**config.mk**
```make
export PLATFORM = sky130hd
export DESIGN_NAME = bkpt_match_unit
export DESIGN_NICKNAME = d
export VERILOG_FILES = /design/src/rtl/bkpt_pkg.sv /design/src/rtl/bkpt_comparator.sv /design/src/rtl/bkpt_ctrl_reg.sv /design/src/rtl/bkpt_status_reg.sv /design/src/rtl/bkpt_match_unit.sv
export SDC_FILE = /design/constraint.sdc
export NUM_CORES = 1
export LEC_CHECK = 0
export ABC_AREA = 1
export BUFFER_PORTS_ARGS = -buffer_cell sky130_fd_sc_hd__buf_4
export CAP_MARGIN = 20
export CELL_PAD_IN_SITES_DETAIL_PLACEMENT = 2
export CELL_PAD_IN_SITES_GLOBAL_PLACEMENT = 2
export CORE_ASPECT_RATIO = 1.2
export CORE_MARGIN = 3
export CORE_UTILIZATION = 37
export DETAILED_ROUTE_END_ITERATION = 8
export PLACE_DENSITY_LB_ADDON = 0.15
export SLEW_MARGIN = 0
export SYNTH_ARGS = -nofsm -noshare
export SYNTH_HDL_FRONTEND = slang
export SYNTH_SLANG_ARGS = --single-unit
```
**constraint.sdc**
```tcl
create_clock -name clk -period 4.5 [get_ports clk]
set_clock_uncertainty 0.15 [all_clocks]
set_input_delay 0.225 -clock clk [delete_from_list [all_inputs] [get_ports clk]]
set_output_delay 0.225 -clock clk [all_outputs]
set_load 0.005 [all_outputs]
```
**src/rtl/bkpt_pkg.sv**
```systemverilog
package bkpt_pkg;

    localparam int unsigned REG_W    = 32;
    localparam int unsigned NUM_BP   = 4;
    localparam int unsigned IDX_W    = 3;
    localparam int unsigned CFG_BASE = 16;
    localparam int unsigned CFG_W    = 4;

    localparam logic [IDX_W-1:0] IDX_STATUS  = 3'd6;
    localparam logic [IDX_W-1:0] IDX_CONTROL = 3'd7;

    localparam logic [REG_W-1:0] STS_ONES   = 32'hFFFF_0FF0;
    localparam logic [REG_W-1:0] STS_KEEP   = ~STS_ONES;
    localparam logic [REG_W-1:0] CTL_ZERO   = 32'h0000_FC00;
    localparam logic [REG_W-1:0] CTL_KEEP   = ~CTL_ZERO;
    localparam logic [REG_W-1:0] CTL_LOCALS = 32'h0000_0055;

    localparam int unsigned STS_STEP_BIT = 14;
    localparam int unsigned STS_TSW_BIT  = 15;

    typedef enum logic [1:0] {
        ACC_EXEC  = 2'b00,
        ACC_WRITE = 2'b01,
        ACC_NONE  = 2'b10,
        ACC_RDWR  = 2'b11
    } access_kind_e;

    typedef struct packed {
        logic         local_en;
        logic         global_en;
        access_kind_e kind;
        logic [1:0]   len_code;
    } bp_cfg_t;

    // Number of ignored low address bits for a length code.
    function automatic logic [1:0] len_lsbs(input logic [1:0] code);
        logic [1:0] r;
        unique case (code)
            2'b00:   r = 2'd0;
            2'b01:   r = 2'd1;
            2'b11:   r = 2'd2;
            default: r = 2'd3;
        endcase
        return r;
    endfunction

    function automatic bp_cfg_t decode_cfg(input logic [REG_W-1:0] ctl,
                                           input int unsigned idx);
        bp_cfg_t r;
        r.local_en  = ctl[2*idx];
        r.global_en = ctl[2*idx+1];
        r.kind      = access_kind_e'(ctl[CFG_BASE + CFG_W*idx +: 2]);
        r.len_code  = ctl[CFG_BASE + CFG_W*idx + 2 +: 2];
        return r;
    endfunction

endpackage

```
**src/rtl/bkpt_comparator.sv**
```systemverilog
module bkpt_comparator
    import bkpt_pkg::*;
#(
    parameter int unsigned ADDR_W = 32
) (
    input  logic [ADDR_W-1:0] bp_addr,
    input  bp_cfg_t           cfg,
    input  logic              evt_valid,
    input  logic              evt_is_fetch,
    input  logic              evt_is_write,
    input  logic [ADDR_W-1:0] evt_addr,
    input  logic [1:0]        evt_size,
    output logic              hit
);

    logic [ADDR_W-1:0] low_mask;
    logic [ADDR_W:0]   acc_span;
    logic [ADDR_W:0]   acc_lo, acc_hi, bp_lo, bp_hi;
    logic              overlap;
    logic              active;

    always_comb begin
        low_mask = ~({ADDR_W{1'b1}} << len_lsbs(cfg.len_code));
        acc_span = ~({(ADDR_W+1){1'b1}} << evt_size);
        acc_lo   = {1'b0, evt_addr};
        acc_hi   = acc_lo + acc_span;
        bp_lo    = {1'b0, bp_addr & ~low_mask};
        bp_hi    = bp_lo + {1'b0, low_mask};
        overlap  = (acc_lo <= bp_hi) && (bp_lo <= acc_hi);
        active   = cfg.local_en | cfg.global_en;
    end

    always_comb begin
        hit = 1'b0;
        if (evt_valid && active) begin
            unique case (cfg.kind)
                ACC_EXEC:  hit = evt_is_fetch && (evt_addr == bp_addr);
                ACC_WRITE: hit = !evt_is_fetch && evt_is_write && overlap;
                ACC_RDWR:  hit = !evt_is_fetch && overlap;
                default:   hit = 1'b0;
            endcase
        end
    end

endmodule

```
**src/rtl/bkpt_ctrl_reg.sv**
```systemverilog
module bkpt_ctrl_reg
    import bkpt_pkg::*;
(
    input  logic             clk,
    input  logic             rst,
    input  logic             wr_en,
    input  logic [REG_W-1:0] wdata,
    input  logic             tswitch,
    output logic [REG_W-1:0] ctrl_q
);

    logic [REG_W-1:0] ctrl_next;

    always_comb begin
        ctrl_next = wr_en ? (wdata & CTL_KEEP) : ctrl_q;
        if (tswitch) begin
            ctrl_next = ctrl_next & ~CTL_LOCALS;
        end
    end

    always_ff @(posedge clk) begin
        if (rst) begin
            ctrl_q <= '0;
        end else begin
            ctrl_q <= ctrl_next;
        end
    end

endmodule

```
**src/rtl/bkpt_status_reg.sv**
```systemverilog
module bkpt_status_reg
    import bkpt_pkg::*;
(
    input  logic              clk,
    input  logic              rst,
    input  logic              wr_en,
    input  logic [REG_W-1:0]  wdata,
    input  logic [NUM_BP-1:0] hits,
    input  logic              step,
    input  logic              tswitch,
    output logic [REG_W-1:0]  status_rd,
    output logic              trap_pulse
);

    logic [REG_W-1:0] sts_q;
    logic [REG_W-1:0] sts_next;
    logic             any_event;

    always_comb begin
        sts_next = (wr_en ? wdata : sts_q) & STS_KEEP;
        sts_next[NUM_BP-1:0]  = sts_next[NUM_BP-1:0] | hits;
        sts_next[STS_STEP_BIT] = sts_next[STS_STEP_BIT] | step;
        sts_next[STS_TSW_BIT]  = sts_next[STS_TSW_BIT] | tswitch;
        any_event = (|hits) | step | tswitch;
    end

    always_ff @(posedge clk) begin
        if (rst) begin
            sts_q      <= '0;
            trap_pulse <= 1'b0;
        end else begin
            sts_q      <= sts_next;
            trap_pulse <= any_event;
        end
    end

    assign status_rd = sts_q | STS_ONES;

endmodule

```
**src/rtl/bkpt_match_unit.sv**
```systemverilog
module bkpt_match_unit
    import bkpt_pkg::*;
#(
    parameter int unsigned ADDR_W = REG_W
) (
    input  logic              clk,
    input  logic              rst,
    input  logic [IDX_W-1:0]  reg_idx,
    input  logic              reg_wr_en,
    input  logic [REG_W-1:0]  reg_wdata,
    output logic [REG_W-1:0]  reg_rdata,
    input  logic              evt_valid,
    input  logic              evt_is_fetch,
    input  logic              evt_is_write,
    input  logic [ADDR_W-1:0] evt_addr,
    input  logic [1:0]        evt_size,
    input  logic              step_evt,
    input  logic              tswitch_evt,
    output logic              trap_pulse
);

    logic [ADDR_W-1:0] bp_addr_q [NUM_BP];
    logic [NUM_BP-1:0] hit_vec;
    logic [REG_W-1:0]  ctrl_word;
    logic [REG_W-1:0]  status_word;
    logic              wr_ctrl, wr_status;

    assign wr_ctrl   = reg_wr_en && (reg_idx == IDX_CONTROL);
    assign wr_status = reg_wr_en && (reg_idx == IDX_STATUS);

    for (genvar g = 0; g < NUM_BP; g++) begin : g_bp
        always_ff @(posedge clk) begin
            if (rst) begin
                bp_addr_q[g] <= '0;
            end else if (reg_wr_en && (reg_idx == IDX_W'(g))) begin
                bp_addr_q[g] <= reg_wdata[ADDR_W-1:0];
            end
        end

        bkpt_comparator #(.ADDR_W(ADDR_W)) u_cmp (
            .bp_addr      (bp_addr_q[g]),
            .cfg          (decode_cfg(ctrl_word, g)),
            .evt_valid    (evt_valid),
            .evt_is_fetch (evt_is_fetch),
            .evt_is_write (evt_is_write),
            .evt_addr     (evt_addr),
            .evt_size     (evt_size),
            .hit          (hit_vec[g])
        );
    end

    bkpt_ctrl_reg u_ctrl (
        .clk     (clk),
        .rst     (rst),
        .wr_en   (wr_ctrl),
        .wdata   (reg_wdata),
        .tswitch (tswitch_evt),
        .ctrl_q  (ctrl_word)
    );

    bkpt_status_reg u_status (
        .clk        (clk),
        .rst        (rst),
        .wr_en      (wr_status),
        .wdata      (reg_wdata),
        .hits       (hit_vec),
        .step       (step_evt),
        .tswitch    (tswitch_evt),
        .status_rd  (status_word),
        .trap_pulse (trap_pulse)
    );

    always_comb begin
        reg_rdata = '0;
        if (reg_idx < IDX_W'(NUM_BP)) begin
            reg_rdata = REG_W'(bp_addr_q[reg_idx[1:0]]);
        end else if (reg_idx == IDX_STATUS) begin
            reg_rdata = status_word;
        end else if (reg_idx == IDX_CONTROL) begin
            reg_rdata = ctrl_word;
        end
    end

endmodule

```
Word level (Yosys, flattened, before mapping)
Memory sizes are Yosys's and may differ from the RTL's.
Cells that the tools add are included.
{ "totals": {"out_inout_bits": 33, "regBits": 41, "in_bits": 77, "mem_bits_rw": 128, "word_cells": 150, "memories": 1} }
{ "memory_table": {"columns": ["name", "words", "width", "rd", "rd_clocked_by_memory_dff", "write_ports", "line_no", "text"], "rows": [
  ["bp_addr_q", 4, 32, 5, 0, 4, "bkpt_match_unit.sv:22", "logic [ADDR_W-1:0] bp_addr_q [NUM_BP];"]
]} }
{ "op_classes": {"n_eq_ne": 25, "shift": 5, "add_sub_neg": 5, "n_reduce_logical": 39, "n_mux": 35, "order_cmp": 9, "bitwise": 26} }
{ "op_table": {"columns": ["cell", "count"], "rows": [
  ["<= comparator 32 x 33 -> 1 bit", 8],
  ["two-way mux 32 bit", 8],
  ["NOT 32 bit", 8],
  ["adder 32 x 32 -> 33 bit", 4],
  ["bitwise AND 32 bit", 4],
  ["== test 32 bit", 4],
  ["<< shifter 32 x 2 -> 32 bit, first input constant", 4],
  ["adder 32 x 33 -> 33 bit", 1],
  ["NOT 33 bit", 1],
  ["<< shifter 33 x 2 -> 33 bit, first input constant", 1],
  ["logical AND 1 bit", 27],
  ["case mux 2 bit (3 select lines)", 4],
  ["two-way mux 1 bit", 18],
  ["== test 2 x 1 -> 1 bit, second input constant", 8],
  ["== test 2 bit, second input constant", 8],
  ["zero test 2 bit", 8],
  ["two-way mux 16 bit", 1],
  ["bitwise OR 1 bit", 12],
  ["case mux 1 bit (3 select lines)", 4],
  ["== test 3 x 2 -> 1 bit, second input constant", 2],
  ["== test 3 bit, second input constant", 2],
  ["bitwise OR 4 bit", 1],
  ["OR reduction 4 bit", 1],
  ["== test 3 x 1 -> 1 bit, second input constant", 1],
  ["4 further kinds", 4]
]} }

Logic depth before layout (Yosys ltp)
{ "depth": {"ltp_word": 15, "ltp_mapped": 31} }

Hierarchy
A second synthesis with hierarchy kept.
{ "hier_totals": {"hier_cells": 3203, "hier_area_um2": 21638.3} }
{ "by_module_without_submodules": {"columns": ["module", "area_per_inst_um2", "seq_area_each_um2", "instances", "cells_each"], "rows": [
  ["bkpt_match_unit", 6761.5, 3843.7, 1, 811],
  ["bkpt_comparator (g_bp[3].u_cmp)", 3315.7, 0.0, 1, 541],
  ["bkpt_comparator (g_bp[0].u_cmp)", 3295.7, 0.0, 1, 524],
  ["bkpt_comparator (g_bp[1].u_cmp)", 3280.6, 0.0, 1, 532],
  ["bkpt_comparator (g_bp[2].u_cmp)", 3271.9, 0.0, 1, 537],
  ["bkpt_ctrl_reg", 1138.6, 520.5, 1, 173],
  ["bkpt_status_reg", 574.3, 180.2, 1, 85]
]} }

Least setup slack after synthesis
OpenSTA, ideal clock, no wires.
{ "synth_timing": {"path_kind": "input port to flip-flop", "startpoint": "input port evt_size[0]", "endpoint": "register u_status.trap_pulse", "required_time_ps": 4226, "setup_time_ps": 124, "setup_slack_ps": 977, "arrival_ps": 3250, "stages": 26, "path_cell_list": "or2_2 > ha_1 > fa_1 > nand3_1 > nand2_2 > nand2_4 > nor2_8 > nand4_1 > nor2_1 > nand2_1 > xor2_1 > ha_1 > nand2_1 > inv_1 > nand3_1 > nor3b_1 > nand3_1 > nand3b_1 > nand2_1 > nand2_1 > nand3_1 > nand2_1 > nand2_1 > nand2_1 > nor2_1 > nor2_1"} }
{ "synth_via": {"elab_chain_len": 11} }
{ "synth_lines": {"columns": ["element", "line_no", "text"], "rows": [
  ["from (decl)", "bkpt_match_unit.sv:16", "input logic [1:0] evt_size,"],
  ["<< shifter 33 x 2 -> 33 bit (*)", "bkpt_comparator.sv:24", "acc_span = ~({(ADDR_W+1){1'b1}} << evt_size);"],
  ["NOT 33 bit (*)", "bkpt_comparator.sv:24", null],
  ["adder 32 x 33 -> 33 bit (*)", "bkpt_comparator.sv:26", "acc_hi = acc_lo + acc_span;"],
  ["<= comparator 32 x 33 -> 1 bit", "bkpt_comparator.sv:29", "overlap = (acc_lo <= bp_hi) && (bp_lo <= acc_hi);"],
  ["logical AND 1 bit", "bkpt_comparator.sv:29", null],
  ["logical AND 1 bit (on tied branches)", "bkpt_comparator.sv:39, bkpt_comparator.sv:38", null],
  ["case mux 1 bit (3 select lines)", "bkpt_comparator.sv:36", "unique case (cfg.kind)"],
  ["two-way mux 1 bit", "bkpt_comparator.sv:35", "if (evt_valid && active) begin"],
  ["OR reduction 4 bit (*)", "bkpt_status_reg.sv:24", "any_event = (|hits) | step | tswitch;"],
  ["bitwise OR 1 bit (*) (2 in series)", "bkpt_status_reg.sv:24", null],
  ["to (signal assigned)", "bkpt_status_reg.sv:33", "trap_pulse <= any_event;"],
  ["to (decl)", "bkpt_status_reg.sv:12", "output logic trap_pulse"]
]} }
Mark *: on every way between the ends. The rest lies on a longest branch, timed or not.
A chain may end at the register's enable or synchronous reset.

Final worst setup path
{ "layout_timing": {"startpoint": "input port evt_size[1]", "endpoint": "register u_status.trap_pulse"} }
Same word-level chain as after synthesis.

==> flow_summary.toml <==
[status]
run_status = "complete, no violations"

[hold_path]
hold_class = "in2reg"

[global_route]
antenna_found_initial = 1
grt_most_used_layer = "met2"
grtUsageTotal_pct = 39.6
grt_pass1_wl_um = 142000
overflow = 0
first_global_vias = 20600
grt_max_degree = 36
use_met2_pct = 65.7
grtUsageMet3_pct = 6.74
grt_use_met1_pct = 46.0

[power_and_ir_drop]
p_sw_w = 0.00211
leakagePower_nw = 9.38
powerDensity_mw_per_mm2 = 262
pwr-share-comb_pct = 33.6
swShare_pct = 40.4
vdd_drop_max_mv = 0.316
pwr-share-clk_pct = 30.2
p_int_w = 0.00312
pwr-share-seq_pct = 36.2

[critical_path]
slowest_delay_ps = 640
cp.depth = 25
reg2reg_slack_ps = 870
rr_endpoint = "u_status.trap_pulse"
worstPathRequired_ps = 4760
end_kind = "flip-flop"
r2r_cells = 21
r2r_start = "bp_addr_q[0][4]"
critPathArrivalTime_ps = 4520
crit_path_frequent_cell = "nand2_1"
cp-endpoint = "u_status.trap_pulse"
crit_buf_inv = 2
crit_path_start = "evt_size[1]"
path_class = "in2reg"
critPathTopFamily = "simple AND/OR/NAND/NOR gates"
start_kind = "input port"
cp_max_fo = 4
critPathSlowestCell = "nor4_1"

[drt]
drt_iter0_markers = 1716
totalWireLength_um = 99400
drt-wirelength-per-cell_um = 32.1
vias = 19100
dr.pass1.iters = 5
via_per_inst = 6.17
drc = 0
ant_nets = 0

[floorplan]
die_height_um = 243
core_area_mm2 = 0.0462
io_pins = 110
rows = 86
die_area_mm2 = 0.0496
die_w_um = 204
initial_core_util_pct = 37.6

[clock_tree]
cts_made_buffers = 17
root_buffer = "clkbuf_16"
cts.sinks = 163
clk_pin_slew_ps = 70
cts_tree = "done"
cts_max_path_buffers = 2
clk_latency_ps = 490
h-tree-depth = 4

[sta]
worst_pin_slew_ps = 1100
rsz0062_at_grt = "false"
drv_slew = 0
hold_viol = 0
relSlewSlack_pct = 26.0
post-route-period-util_pct = 94.6
layout_min_cycle_time_ps = 4260
fmax_ghz = 0.235
setup_viol = 0

[synthesis]
synthCells = 2319
ys_ff_latch = 163
synth_seq_area_share_pct = 26.2
synth_cell_types = 58
synth.avg_cell_area_um2 = 7.49
yosysMostFrequentCell = "nand2_1"
yosysTopAreaCell = "edfxtp_1"
ys_warn_count = 0
synth_ff_type = "edfxtp_1"
synth_edf_count = 128
yosys-top-cells-count = "nand2_1 (437), inv_1 (279), ha_1 (263), nor2_1 (250), a21oi_1 (166)"
synth-async-reset-ratio_pct = 0
syn_area_mm2 = 0.0174
netlist_top_cells_area = "edfxtp_1 (22%), ha_1 (19%), nand2_1 (9.4%)"
synth_top_area_share_pct = 22.1

[finish]
fin_cells = 3098
fin_area_mm2 = 0.0200
finalNetCount = 2809
area_delta_synth_final_pct = 15.2
drive_gt1_share_pct = 11.0
final_util_pct = 43.3

[placed_design]
placed_cell_area_mm2 = 0.0191
dp_hpwl_um = 79500
dp.cells = 3037
gp_congestion = 0.992
port_buffers = 109

[flow_run]
cap_viol_max_count = 0
[sequential cells by signal, summed over array words and instances, names as in the netlist]
signal and count:
u_status.sts_q 8, u_ctrl.ctrl_q 26, u_status.trap_pulse 1, bp_addr_q 128
[layout by cell type, fill, tap and decap left out, types with 7 or more instances in the layout]
cell	n
buf_4	162
a21o_1	8
a31oi_1	7
xor2_1	121
ha_1	263
nor2_4	8
o21ai_0	109
dfxtp_1	35
nand2_1	433
nor4_1	29
nor3_1	45
nor2_2	11
o22ai_1	77
edfxtp_1	128
o2111ai_1	13
nand4_1	52
o211ai_1	11
clkbuf_16	17
inv_1	279
nand3b_1	10
nor2_1	248
nand3_1	78
xnor2_1	16
inv_2	16
a21oi_1	166
nand2_2	10
dlygate4sd3_1	27
o2bb2ai_1	10
[routing by layer]
| layer | vias up | wire, um |
|---|---|---|
| met5 | - | 0 |
| met4 | 0 | 8570 |
| met3 | 336 | 6800 |
| met2 | 847 | 46500 |
| met1 | 9668 | 37600 |
| li1 | 8262 | - |
[power by group through the flow]
stage,Sequential (W),Combinational (W),Clock (W)
after global routing,0.00190,0.00191,0.00162
after global placement,0.00192,0.00159,0
final,0.00190,0.00176,0.00158
after CTS,0.00189,0.00172,0.00158
after floorplan,0.00183,0.000946,0
after detailed placement,0.00192,0.00168,0
[stage by stage]
stage | hold WS [ps] | total power (W) | worst slack [ps] | setup TNS (ps)
after floorplan | 165 | 0.00277 | 977 | 0
after global placement | 307 | 0.00350 | -86.0 | -123
after CTS | 8.57 | 0.00518 | 261 | 0
after detailed placement | 312 | 0.00360 | -181 | -503
after global routing | 55.4 | 0.00542 | 10.7 | 0
final | 31.9 | 0.00524 | 242 | 0
[layout make-up]
type,count,area (um^2)
clock buffers,19,433
well taps,616,771
flip-flops and latches,163,4540
repair buffers,189,1490
inverters,300,1130
fillers,5369,26200
diodes,1,2.50
clock inverters,13,146
multi-input cells,1797,11500
[worst register-to-register path, stage by stage, from the launching register on]
cell      delay [ps]
edfxtp_1         490
inv_1            170
xor2_1           200
ha_1             300
nand2_1           70
nor3_1           140
buf_4            200
nand2_1           80
nand3_1          290
nand2_1          100
nand2_1          180
nand2_1           80
nand2_1          130
nand3_1           90
nand2_1           70
nand2_1          150
nand3_1          110
nand2_1          100
nand2_1          150
nand3_1           90
nor2_1           120
nor2_1            70
[cell families (layout without fill, tap and decap cells)]
logic type      Yosys count  in the layout  synth area share (%)
compound gates          428            428                  14.3
xor+xnor                140            140                  7.06
fa+ha+maj               264            264                  19.1
buf+inv                 362            521                  8.10
flops                   163            163                  26.2
other cells               1              5                0.0216
simple gates            961            961                  25.3
[timing repair]
action / CTS / global route
hold buffers: 27 / 0
setup endpoints to repair: 0 / 2
gates resized for setup: 0 / 5
endpoints found under the hold margin: 70 / 0
setup buffers: 0 / 1
[worst min path at each step]
stage,from,endpoint,slack [ps],cells after the start
floorplan,tswitch_evt,u_ctrl.ctrl_q[0],160,1
global placement,tswitch_evt,u_ctrl.ctrl_q[0],310,2
detailed placement,tswitch_evt,u_ctrl.ctrl_q[0],310,2
CTS,reg_wdata[2],bp_addr_q[0][2],9,3
global route,reg_wdata[26],u_ctrl.ctrl_q[26],60,3
finish,reg_wdata[16],u_ctrl.ctrl_q[16],30,3
No activity file was read; power rests on OpenSTA's default activity.
